[config.mk]
export PLATFORM = sky130hd
export DESIGN_NAME = clip_round_quantizer
export DESIGN_NICKNAME = d
export VERILOG_FILES = /design/src/rtl/clip_round_quantizer.sv
export SDC_FILE = /design/constraint.sdc
export NUM_CORES = 1
export LEC_CHECK = 0
export BUFFER_PORTS_ARGS = -buffer_cell sky130_fd_sc_hd__buf_2
export CELL_PAD_IN_SITES_DETAIL_PLACEMENT = 2
export CELL_PAD_IN_SITES_GLOBAL_PLACEMENT = 2
export CORE_ASPECT_RATIO = 0.5
export CORE_MARGIN = 2
export CORE_UTILIZATION = 25
export CTS_CLUSTER_DIAMETER = 80
export DETAILED_ROUTE_END_ITERATION = 12
export PLACE_DENSITY_LB_ADDON = 0.08
export RECOVER_POWER = 100
export SYNTH_ARGS = -nofsm -noshare
export SYNTH_HDL_FRONTEND = slang
export SYNTH_SLANG_ARGS = --single-unit
[constraint.sdc]
create_clock -name clk -period 5.1 [get_ports clk]
set_input_delay 0.51 -clock clk [delete_from_list [all_inputs] [get_ports clk]]
set_output_delay 0.51 -clock clk [all_outputs]
set_load 0.02 [all_outputs]
[src/rtl/clip_round_quantizer.sv]
module clip_round_quantizer #(
  parameter int K    = 4,
  parameter int IN_W = 16,
  parameter int FRAC = 14
) (
  input  logic                   clk,
  input  logic                   rst_n,
  input  logic                   in_valid,
  output logic                   in_ready,
  input  logic signed [IN_W-1:0] in_data,
  input  logic                   in_mode,
  output logic                   out_valid,
  input  logic                   out_ready,
  output logic [K-1:0]           out_code
);
  localparam int PW = IN_W + K;
  localparam logic signed [IN_W-1:0] ONE_S = IN_W'(1 << FRAC);
  localparam logic [K-1:0] SCALE_W = K'((1 << (K-1)) - 1);
  localparam logic [K-1:0] SCALE_A = K'((1 << K) - 1);
  localparam logic [PW-1:0] HALF = PW'(1 << (FRAC-1));

  logic                   adv;
  logic                   s1_v, s1_mode, s1_pos;
  logic signed [IN_W-1:0] s1_x;
  logic                   o_mode;

  assign adv      = !out_valid || out_ready;
  assign in_ready = adv;

  logic signed [IN_W-1:0] lo, clamped;
  assign lo      = in_mode ? '0 : -ONE_S;
  assign clamped = (in_data < lo) ? lo : (in_data > ONE_S) ? ONE_S : in_data;

  always_ff @(posedge clk or negedge rst_n)
    if (!rst_n) begin
      s1_v <= 1'b0; s1_mode <= 1'b0; s1_pos <= 1'b0; s1_x <= '0;
    end else if (adv) begin
      s1_v    <= in_valid;
      s1_mode <= in_mode;
      s1_pos  <= !in_data[IN_W-1];
      s1_x    <= clamped;
    end

  logic            neg;
  logic [IN_W-1:0] mag;
  logic [K-1:0]    scale, qmag, code_n;
  logic [PW-1:0]   prod, rnd;

  assign neg   = s1_x[IN_W-1];
  assign mag   = neg ? IN_W'(-s1_x) : IN_W'(s1_x);
  assign scale = s1_mode ? SCALE_A : SCALE_W;
  assign prod  = {{K{1'b0}}, mag} * {{IN_W{1'b0}}, scale};
  assign rnd   = prod + HALF;
  assign qmag  = rnd[FRAC +: K];
  assign code_n = (!s1_mode && K == 1) ? K'(s1_pos)
                : neg ? K'(0) - qmag : qmag;

  always_ff @(posedge clk or negedge rst_n)
    if (!rst_n) begin
      out_valid <= 1'b0; out_code <= '0; o_mode <= 1'b0;
    end else if (adv) begin
      out_valid <= s1_v;
      out_code  <= code_n;
      o_mode    <= s1_mode;
    end
endmodule


; After elaboration in Yosys (flattened, before gate mapping)
; Cells that the tools add are included.
[classes]
add_sub_neg = 3
n_mul = 1
magnitude_cmp = 2
n_mux = 6
n_reduce_logical = 2
[ops]
columns = op, n
row1 = 2-to-1 mux 16 bit, 4
row2 = "adder 18 x 14 -> 18 bit, second input constant", 1
row3 = multiplier 16 x 4 -> 18 bit, 1
row4 = "> comparator 16 bit, second input constant", 1
row5 = < comparator 16 bit, 1
row6 = negator 16 bit, 1
row7 = 2-to-1 mux 4 bit, 2
row8 = "subtractor 1 x 4 -> 4 bit, first input constant", 1
row9 = logical NOT 1 bit, 1
row10 = logical OR 1 bit, 1
[totals]
reg_bits = 23
in_bits = 21

; Depth between registers and ports, before layout
; Gate-level depths: netlist of run 1.
[depth]
depth_word = 6
depth_mapped = 26
mapped_depth_nobuf = 26

; Worst setup path before layout of run 1
; Ideal clock, no wire load.
[synth_path]
path_kind = flip-flop to flip-flop
from = register s1_x[2]
to = register out_code[2]
arrival_time_ns = 5.098
required_ns = 4.980
path_slack_ns = -0.118
path_stages_with_launch = 26
n_path_buf = 0
cell_sequence = dfrtp_1 nor3_1 nand3_1 o21ai_0 xnor2_1 nand2_1 nor2_1 nor2_1 ha_1 nor2_1 fa_1 fa_1 inv_1 ha_1 nand4_1 a21oi_1 a2111oi_0 nand2_1 a21oi_1 xor2_1 ha_1 nor2b_1 xnor2_1 xnor2_1 nor2_1 nor2_1
[synth_via]
elab_chain_cells = 6
[synth_lines]
columns = item, line
row1 = from (decl), 24  ; logic signed [IN_W-1:0] s1_x;
row2 = from (signal assigned), 41  ; s1_x <= clamped;
row3 = negator 16 bit, 50  ; assign mag = neg ? IN_W'(-s1_x) : IN_W'(s1_x);
row4 = 2-to-1 mux 16 bit *, 50
row5 = multiplier 16 x 4 -> 18 bit *, 52  ; assign prod = {{K{1'b0}}, mag} * {{IN_W{1'b0}}, scale};
row6 = adder 18 x 14 -> 18 bit *, 53  ; assign rnd = prod + HALF;
row7 = subtractor 1 x 4 -> 4 bit, 56  ; : neg ? K'(0) - qmag : qmag;
row8 = 2-to-1 mux 4 bit *, 56
row9 = to (signal assigned), 63  ; out_code <= code_n;
row10 = to (decl), 14  ; output logic [K-1:0] out_code
; Mark *: on every way between the ends. The rest lies on a longest branch, timed or not.
; A chain may end at the register's enable or synchronous reset.

; Worst setup path in the final report of run 1
[layout_path]
from = register s1_x[3]
to = register out_code[2]
; The elaborated chain is that of the path after synthesis.

==> impl_results.md, run 1 <==
* Outcome: finished, final reports clean
* Routed vias at 2285
* Share of cells above drive strength 1 at 0.340
* CTS tree: built
* FF-to-FF End: out_code[2]
* Met2 Track Usage GR at 0.240
* Unrepaired setup endpoints after global routing: true
* Final setup fails at 0
* CP Capture Type: register
* Crit share post-route at 0.973
* Gate Count Post-Synth at 294
* Total core area at 10400 µm²
* I/O pin total at 27
* Reg2Reg Depth at 24
* Synthesized area per cell at 9.21 µm²
* Slew HR at 0.0955
* Hold depth at 3
* Sink Count at 23
* Max Cap Viol at 0
* Gpl congestion at 0.711
* DR WL/cell at 15.3 µm
* Hold Crit Class: primary input to register
* Final Max Slew Viols at 0
* Most common cell after layout, fill and taps aside: buf_4
* Synth Warn # at 0
* Clk_skew at 0.00645 ns
* Core Util, Final at 0.358
* Die boundary width at 151 µm
* First-pass GRT wire length at 13100 µm
* Overall die area at 11700 µm²
* Most used cell, CP: xnor2_1
* Power Dens Cells at 665 nW/µm²
* Vias in the first global route at 2633
* Routed vias/inst at 4.55
* Max Clock Freq at 202 MHz
* Crit path max fanout at 4
* Grt met3 use at 0.0282
* GRT Resource Usage Total at 0.140
* Worst slew pin tran at 1.36 ns
* Post-Route WL at 7700 µm
* GR Util met1 at 0.192
* DR iter-0 viols at 37
* CP Data Required Time at 5.30 ns
* Cell variety after synth at 41
* WHS Endpoint: s1_v
* Instance count on the critical path at 24
* Clock latency on the worst-skew pair at 0.26 ns
* DP Wirelength at 6250 µm
* Most frequent cells in the layout: buf_4 (46), inv_1 (37), nand2_1 (28)
* Initial Util at 0.261
* Synth-to-Final Area Change at 37.4%
* Min-delay src: in_valid
* Hold-fix buffers, CTS at 0
* TritonCTS Buffers at 3
* R2r startpoint: s1_x[3]
* Diode count at 0
* Reg2Reg Setup Slack at 0.14 ns
* Final hold violation count at 0
* Nets at 444
* Die Y at 77.6 µm
* Largest net degree at the start of global routing at 25
* Post-route ant nets at 0
* Initial DRT Pass Iterations at 4
* Buf/Inv on CP at 4
* Startpoint types: register
* Critical Path, Cell by Cell: nor3_2 > buf_4 > nand2_2 > o41ai_4 > xnor2_2 > inv_2 > fa_1 > inv_1 > ha_4 > xnor2_1 > ha_1 > ha_4 > buf_4 > o2111ai_1 > or3_4 > nand2_1 > a21oi_2 > xor2_2 > ha_1 > nor2b_2 > xnor2_1 > xnor2_1 > nor2_1 > nor2_1
* Total grt overflow at 0
* Post-Synthesis Net Count at 375
* H-tree levels at 1
* Busiest layer in global routing: met2
* DR DRC count at 0
* Slowest stage cell, crit path: fa_1
* Slowest stage delay, CP at 0.55 ns
* Sequential element share of the synthesized area at 0.213
* Kind of critical path: register to register
* CP top delay family: adder cells
* Rows at 26
* Static Leak at 1.76 nW
* Arrival time at the worst endpoint at 5.16 ns
* Flop and latch count out of synthesis at 23
* Input/output buffers at 26
* Worst vdd ir at 385 µV
* Worst-path clk slew at 0.07 ns
* Pwr Total at 2.47 mW
* Initial antenna violation count at 0
* Netlist Area Pre-Place at 2710 µm²
* Clock tree root driver cell: clkbuf_16
* Clock buffer depth at 2
* Final worst path period need at 4.96 ns
repair_timing:
| action | in CTS | in global routing |
|---|---|---|
| setup buffers | 2 | 5 |
| pin swaps | 2 | 34 |
| gates resized for setup | 4 | 56 |
| setup endpoints to repair | 3 | 3 |
where the power goes:
part	switching [mW]	internal [mW]	leakage [nW]	total, mW
Combinational	1.02	1.01	1.43	2.04
Sequential	0.0375	0.223	0.288	0.261
Clock	0.0700	0.106	0.0409	0.176
cells by family (layout without fill, tap and decap cells):
family	Yosys count	after routing	synth area share
flip-flops	23	23	0.213
adder cells (fa/ha/maj)	60	60	0.341
XOR/XNOR	29	29	0.0966
AND/OR/NAND/NOR	78	78	0.140
multiplexers	1	1	0.00370
AO/OA/AOI/OAI	53	53	0.134
buffers and inverters	50	118	0.0721
sequential cells by signal, summed over array words and instances (netlist names):
signal     count
s1_x          16
out_code       4
out_valid      1
s1_mode        1
s1_v           1
final cells by class:
class                      count  area, µm²
inverter                      42        158
clock inverter                 1       5.00
tap                          140        175
fill                        1149       6660
multi-input combinational    221       2260
clock buffer                   3       75.1
timing repair buffer          72        467
sequential                    23        577
how the worst max path moves through the flow:
stage | from | to | slack (ns)
2_1_floorplan | s1_x[2] | out_code[2] | 0.06
3_3_place_gp | s1_x[2] | out_code[2] | -0.08
3_5_place_dp | s1_x[8] | out_code[2] | -0.25
4_1_cts | s1_x[2] | out_code[2] | 0.004
5_1_grt | s1_x[15] | out_code[2] | -0.16
6_report | s1_x[3] | out_code[2] | 0.14
stage by stage:
step	area (µm²)	TNS (ns)	setup WS, ns	std cells	hold slack, ns
floorplan	2710	0	0.0608	294	0.214
global placement	3290	-0.131	-0.0767	493	0.441
detailed placement	3290	-0.463	-0.250	493	0.467
CTS	3400	0	0.00397	499	0.249
global route	3720	-0.368	-0.164	502	0.485
finish	3720	0	0.140	502	0.450
worst reg2reg max path: stages (launching register included):
cell       delay [ns]
dfrtp_1          0.39
nor3_2           0.19
buf_4            0.16
nand2_2          0.08
o41ai_4          0.42
xnor2_2          0.18
inv_2            0.07
fa_1             0.55
inv_1            0.07
ha_4             0.24
xnor2_1          0.12
ha_1             0.32
ha_4             0.30
buf_4            0.11
o2111ai_1        0.20
or3_4            0.40
nand2_1          0.11
a21oi_2          0.08
xor2_2           0.16
ha_1             0.22
nor2b_2          0.12
xnor2_1          0.13
xnor2_1          0.14
nor2_1           0.06
nor2_1           0.09
routing by layer:
layer	up-vias	routed length [µm]
li1	1120	-
met2	13	3800
met3	0	126
met5	-	0
met1	1152	3770
met4	0	0
Yosys cell counts (all sizes together):
library cell / count / area, µm²
inv: 41 / 154
ha: 37 / 463
nand2: 31 / 116
dfrtp: 23 / 576
fa: 23 / 460
xnor2: 19 / 174
nor2: 15 / 56.3
o21ai: 13 / 65.1
a22o: 12 / 106
a21oi: 11 / 55.1
xor2: 10 / 87.6
nand2b: 9 / 56.3
clkbuf: 7 / 26.3
nor2b: 4 / 25.0
nor4: 4 / 25.0
a21o: 3 / 22.5
nand3: 3 / 15.0
nand4: 3 / 18.8
o31ai: 3 / 22.5
a211oi: 2 / 15.0
and2: 2 / 12.5
nor3: 2 / 10.0
o41ai: 2 / 17.5
or2: 2 / 12.5
a2111oi: 1 / 8.76
a21boi: 1 / 7.51
a41o: 1 / 10.0
buf: 1 / 11.3
clkinv: 1 / 3.75
mux2i: 1 / 10.0
o2111ai: 1 / 8.76
o211ai: 1 / 7.51
o21a: 1 / 7.51
o311ai: 1 / 8.76
or3: 1 / 6.26
or4: 1 / 11.3
or4b: 1 / 13.8
Note: power is estimated with default switching activity, not from simulation.
==> run 2, diff against run 1 <==
CORE_UTILIZATION = 34   (was 25)
REMOVE_ABC_BUFFERS = 1   (was default)
==> run 2 against run 1 <==
Effect of this change: the run now ends with setup timing left; hold slack lost 0.0046 ns; total power grew 9.5%; core utilization grew 16 points; critical endpoint unchanged.
==> impl_results.md, run 2 (synthesis gave the netlist of run 1 again) <==
* Outcome: finished, violations left
* Failing checks: setup timing
* Diode count at 0
* Worst vdd ir at 495 µV
* Total core area at 7510 µm²
* Total grt overflow at 0
* Static Leak at 1.84 nW
* Routed vias/inst at 5.22
* First-pass GRT wire length at 13900 µm
* Worst slack, placed at -0.466 ns
* Gpl congestion at 0.745
* Final WS setup at -0.150 ns
* Rows at 22
* Die Y at 67.1 µm
* Clock buffer depth at 2
* Final worst path period need at 5.25 ns
* DP Wirelength at 6540 µm
* Number of fill cells at 777
* Sink Count at 23
* DR WL/cell at 23.3 µm
* Worst slew pin tran at 1.37 ns
* Pwr Total at 2.71 mW
* Die boundary width at 130 µm
* Slowest stage cell, crit path: fa_1
* Final hold violation count at 0
* Largest net degree at the start of global routing at 25
* Post-Route WL at 11200 µm
* Max Cap Viol at 0
* GRT Resource Usage Total at 0.209
* Largest registers: s1_x (16), out_code (4)
* H-tree levels at 1
* Clock latency on the worst-skew pair at 0.27 ns
* Crit share post-route at 1.03
* Vias in the first global route at 2757
* Overall die area at 8740 µm²
* Nets at 457
* Kind of critical path: register to register
* Clk_skew at 0.00748 ns
* Input/output buffers at 26
* Crit path max fanout at 4
* Most common cell after layout, fill and taps aside: buf_4
* Most used cell, CP: buf_4
* CP Data Required Time at 5.30 ns
* Finished Cell Area at 3870 µm²
* Most frequent cells in the layout: buf_4 (57), inv_1 (38), ha_1 (27)
* DR DRC count at 0
* Synth-to-Final Area Change at 42.8%
* Worst-path clk slew at 0.07 ns
* Post-route ant nets at 0
* Routed vias at 2520
* Max FFs per register at 16
* Biggest register: s1_x
* CP Capture Type: register
* Power Dens Cells at 700 nW/µm²
* Final setup fails at 3
* Initial Util at 0.360
* Dpl cells at 461
* Slew HR at 0.0849
* TNS Setup at -0.270 ns
* Clock tree root driver cell: clkbuf_16
* DR iter-0 viols at 118
* Initial DRT Pass Iterations at 4
* CTS tree: built
* Share of cells above drive strength 1 at 0.384
* TritonCTS Buffers at 3
* Initial antenna violation count at 0
* I/O pin total at 27
* Unrepaired setup endpoints after global routing: true
* DP Area at 3240 µm²
* Slowest stage delay, CP at 0.49 ns
* Arrival time at the worst endpoint at 5.45 ns
* Hold Crit Class: primary input to register
* Final Max Slew Viols at 0
* Non-Filler Instances at 483
* Startpoint types: register
* Max Clock Freq at 190 MHz
[run 2: where the power goes]
part	switching [mW]	internal, mW	leakage [nW]	total, mW
logic	1.18	1.08	1.52	2.26
registers	0.0440	0.223	0.287	0.267
clock network	0.0775	0.107	0.0382	0.185
[run 2: critical path, delay by kind of cell, from the launching register on]
kind | cells | cell delay (ns)
adders and majority gates | 5 | 1.47
AOI/OAI and AO/OA | 4 | 1.00
buffers and inverters | 5 | 0.80
and+or+nand+nor | 8 | 0.76
xor gates and xnor gates | 4 | 0.73
DFF | 1 | 0.40
[run 2: final cells by class]
type / instances / area (µm²) / share of cell area
clock buffers: 4 / 78.8 / 0.0204
repair buffers: 85 / 579 / 0.150
multi-input cells: 221 / 2340 / 0.605
well taps: 108 / 135 / 0.0350
flip-flops and latches: 23 / 578 / 0.150
inverters: 42 / 158 / 0.0408
[run 2: metal layers]
metal,GRT usage,wire length (µm),share of wire,vias to the layer above
met1,0.252,4730,0.42,1309
met4,0.0242,226,0.020,0
met3,0.0297,327,0.029,18
met5,0,0,0,-
met2,0.411,5950,0.53,45
li1,-,-,-,1148
[run 2: final timing paths]
kind                          start  cells after the start          end  slack (ns)
hold / removal             in_valid                      3         s1_v        0.45
min in group asynchronous     rst_n                      1      s1_x[3]        0.53
setup reg to reg            s1_x[0]                     26  out_code[2]       -0.15
max in group asynchronous     rst_n                      1     s1_x[15]        3.65
hold reg to reg                s1_v                      2         s1_v        0.46
setup / recovery            s1_x[0]                     26  out_code[2]       -0.15
[run 2: timing repair]
item,in CTS,in global routing
setup buffers,7,11
setup endpoints to repair,4,3
pin swaps,12,31
hold buffers,0,0
resized for setup,19,57
[run 2: stage by stage]
| stage | util | hold WS (ns) |
|---|---|---|
| final | 0.514 | 0.446 |
| after global routing | 0.514 | 0.472 |
| after floorplan | - | 0.214 |
| after detailed placement | 0.432 | 0.453 |
| after global placement | 0.432 | 0.442 |
| after CTS | 0.461 | 0.248 |
==> run 3, diff against run 2 <==
CORE_UTILIZATION = 41   (was 34)
clock period = 6.7 ns   (was 5.1 ns; I/O delays follow)
==> run 3 against run 2 <==
Effect of this change: the flow now finishes without violations; first-iteration DRC count shrank 62%; clock skew shrank 0.0041 ns; non-clock buffer count shrank 57; register-to-register slack gained 0.83 ns; sequential power shrank 25%; critical endpoint unchanged; largest power group unchanged.
==> impl_results.md, run 3 (synthesis gave the netlist of run 1 again) <==
* Slowest stage delay, CP at 0.54 ns
* Share of cells above drive strength 1 at 0.0943
* DP Wirelength at 5970 µm
* CTS tree: built
* Sequential share of power at 0.139
* TritonCTS Buffers at 3
* Final hold violation count at 0
* Final setup fails at 0
* Routed vias/inst at 5.35
* Min-delay src: s1_v
* R2r startpoint: s1_x[2]
* Crit share post-route at 0.899
* Register area at 576 µm²
* Die boundary width at 119 µm
* Final worst path period need at 6.02 ns
* Clock latency on the worst-skew pair at 0.26 ns
* Unrepaired setup endpoints after global routing: false
* Grt met3 use at 0.0185
* Arrival time at the worst endpoint at 6.21 ns
* Diode count at 0
* Input/output buffers at 26
* Outcome: finished, final reports clean
* Finished Cell Area at 3000 µm²
* Routed vias at 2172
* Nets at 400
* Post-route ant nets at 0
* CTS resizes at 0
* Max Clock Freq at 166 MHz
* Clock power share at 0.089
* FF-to-FF End: out_code[2]
* Largest registers: s1_x (16), out_code (4)
* Worst-path clk slew at 0.06 ns
* Busiest layer in global routing: met2
* Gpl congestion at 0.749
* Hold-fix buffers, CTS at 0
* Slew HR at 0.143
* Combinational share of power at 0.772
* Crit path max fanout at 5
* Clock buffer depth at 2
* Total grt overflow at 0
* I/O pin total at 27
* Pwr Total at 1.44 mW
* Total core area at 6230 µm²
* Initial Util at 0.435
* Power Dens Cells at 480 nW/µm²
* Biggest register: s1_x
* Sink Count at 23
* Synth-to-Final Area Change at 10.9%
* Static Leak at 1.49 nW
* Die Y at 61.5 µm
* Met2 Track Usage GR at 0.420
* First-pass GRT wire length at 12200 µm
* Post-Route WL at 7110 µm
* Kind of critical path: register to register
* Final Max Slew Viols at 0
* Largest net degree at the start of global routing at 25
* DR DRC count at 0
* TNS Setup at 0 ns
* Rows at 20
* Slowest stage cell, crit path: a2111oi_2
* Core Util, Final at 0.482
* Reg2Reg Depth at 25
* Number of fill cells at 694
* Max Cap Viol at 0
* Area of the multi-input gates at 1940 µm²
* Setup repair bufs after CTS at 0
* Pint at 0.728 mW
* Most used cell, CP: nor2_1
* Initial antenna violation count at 0
* DR WL/cell at 17.5 µm
* Most frequent cells in the layout: inv_1 (41), ha_1 (37), nand2_1 (31)
* Initial DRT Pass Iterations at 4
* Hold Crit Class: register to register
* GRT Resource Usage Total at 0.212
* Hold depth at 2
* H-tree levels at 1
* Switching part of the total at 0.495
* CP Capture Type: register
* WHS Endpoint: s1_v
* P_sw at 0.713 mW
* Reg2Reg Setup Slack at 0.68 ns
* Startpoint types: register
* Worst slew pin tran at 1.28 ns
* Clk_skew at 0.00338 ns
* Vias in the first global route at 2494
* Most common cell after layout, fill and taps aside: inv_1
* CP Data Required Time at 6.89 ns
* GR Util met1 at 0.267
* Worst vdd ir at 351 µV
* Clock tree root driver cell: clkbuf_16
* DR iter-0 viols at 45
* DP Area at 2930 µm²
* Max FFs per register at 16
* Overall die area at 7310 µm²
-- run 3: cell count changes in the layout (fill, tap and decap cells not counted), sizes merged --
cell	previous run	this run
buf	84	21
clkbuf	5	11
-- run 3: stage by stage --
step           cells  setup slack [ns]  hold slack (ns)
3_5_place_dp     402             0.336            0.461
3_3_place_gp     402             0.657            0.442
2_1_floorplan    286              1.44            0.374
6_report         406             0.679            0.464
5_1_grt          406            0.0854            0.515
4_1_cts          406             0.222            0.410
-- run 3: worst max-delay path by stage --
stage	slack, ns	end	from	cells past startpoint
2_1_floorplan	1.44	out_code[2]	s1_x[2]	25
3_3_place_gp	0.66	out_code[2]	s1_x[8]	25
3_5_place_dp	0.34	out_code[2]	s1_x[2]	25
4_1_cts	0.22	out_code[2]	s1_x[2]	25
5_1_grt	0.09	out_code[2]	s1_x[2]	25
6_report	0.68	out_code[2]	s1_x[2]	25
-- run 3: per-layer routing --
| layer | vias to the layer above | part of all wire | routed length, µm |
|---|---|---|---|
| met3 | 6 | 0.014 | 98 |
| met5 | - | 0 | 0 |
| li1 | 1032 | - | - |
| met1 | 1110 | 0.46 | 3260 |
| met4 | 0 | 0.0090 | 64 |
| met2 | 24 | 0.52 | 3690 |
-- run 3: worst max-delay path, delay by kind of cell, from the launching register on --
kind / cells / cell delay, ns
AND/OR/NAND/NOR: 11 / 1.72
adder cells (fa/ha/maj): 5 / 1.66
AO/OA/AOI/OAI: 4 / 1.21
XOR/XNOR: 4 / 0.85
flip-flops: 1 / 0.44
buffers and inverters: 1 / 0.05
-- run 3: power groups by stage --
stage / combinational [mW] / clock [mW] / sequential [mW]
after floorplan: 0.816 / 0 / 0.211
after global placement: 1.04 / 0 / 0.199
after detailed placement: 1.13 / 0 / 0.202
after CTS: 1.14 / 0.131 / 0.200
after global routing: 1.30 / 0.138 / 0.205
final: 1.11 / 0.128 / 0.200
-- run 3: area by class of cell --
type                    instances  area share
clock buffers                   4      0.0263
well taps                      88      0.0367
repair buffers                 28      0.0454
inverters                      42      0.0525
multi-input cells             221       0.647
flip-flops and latches         23       0.192
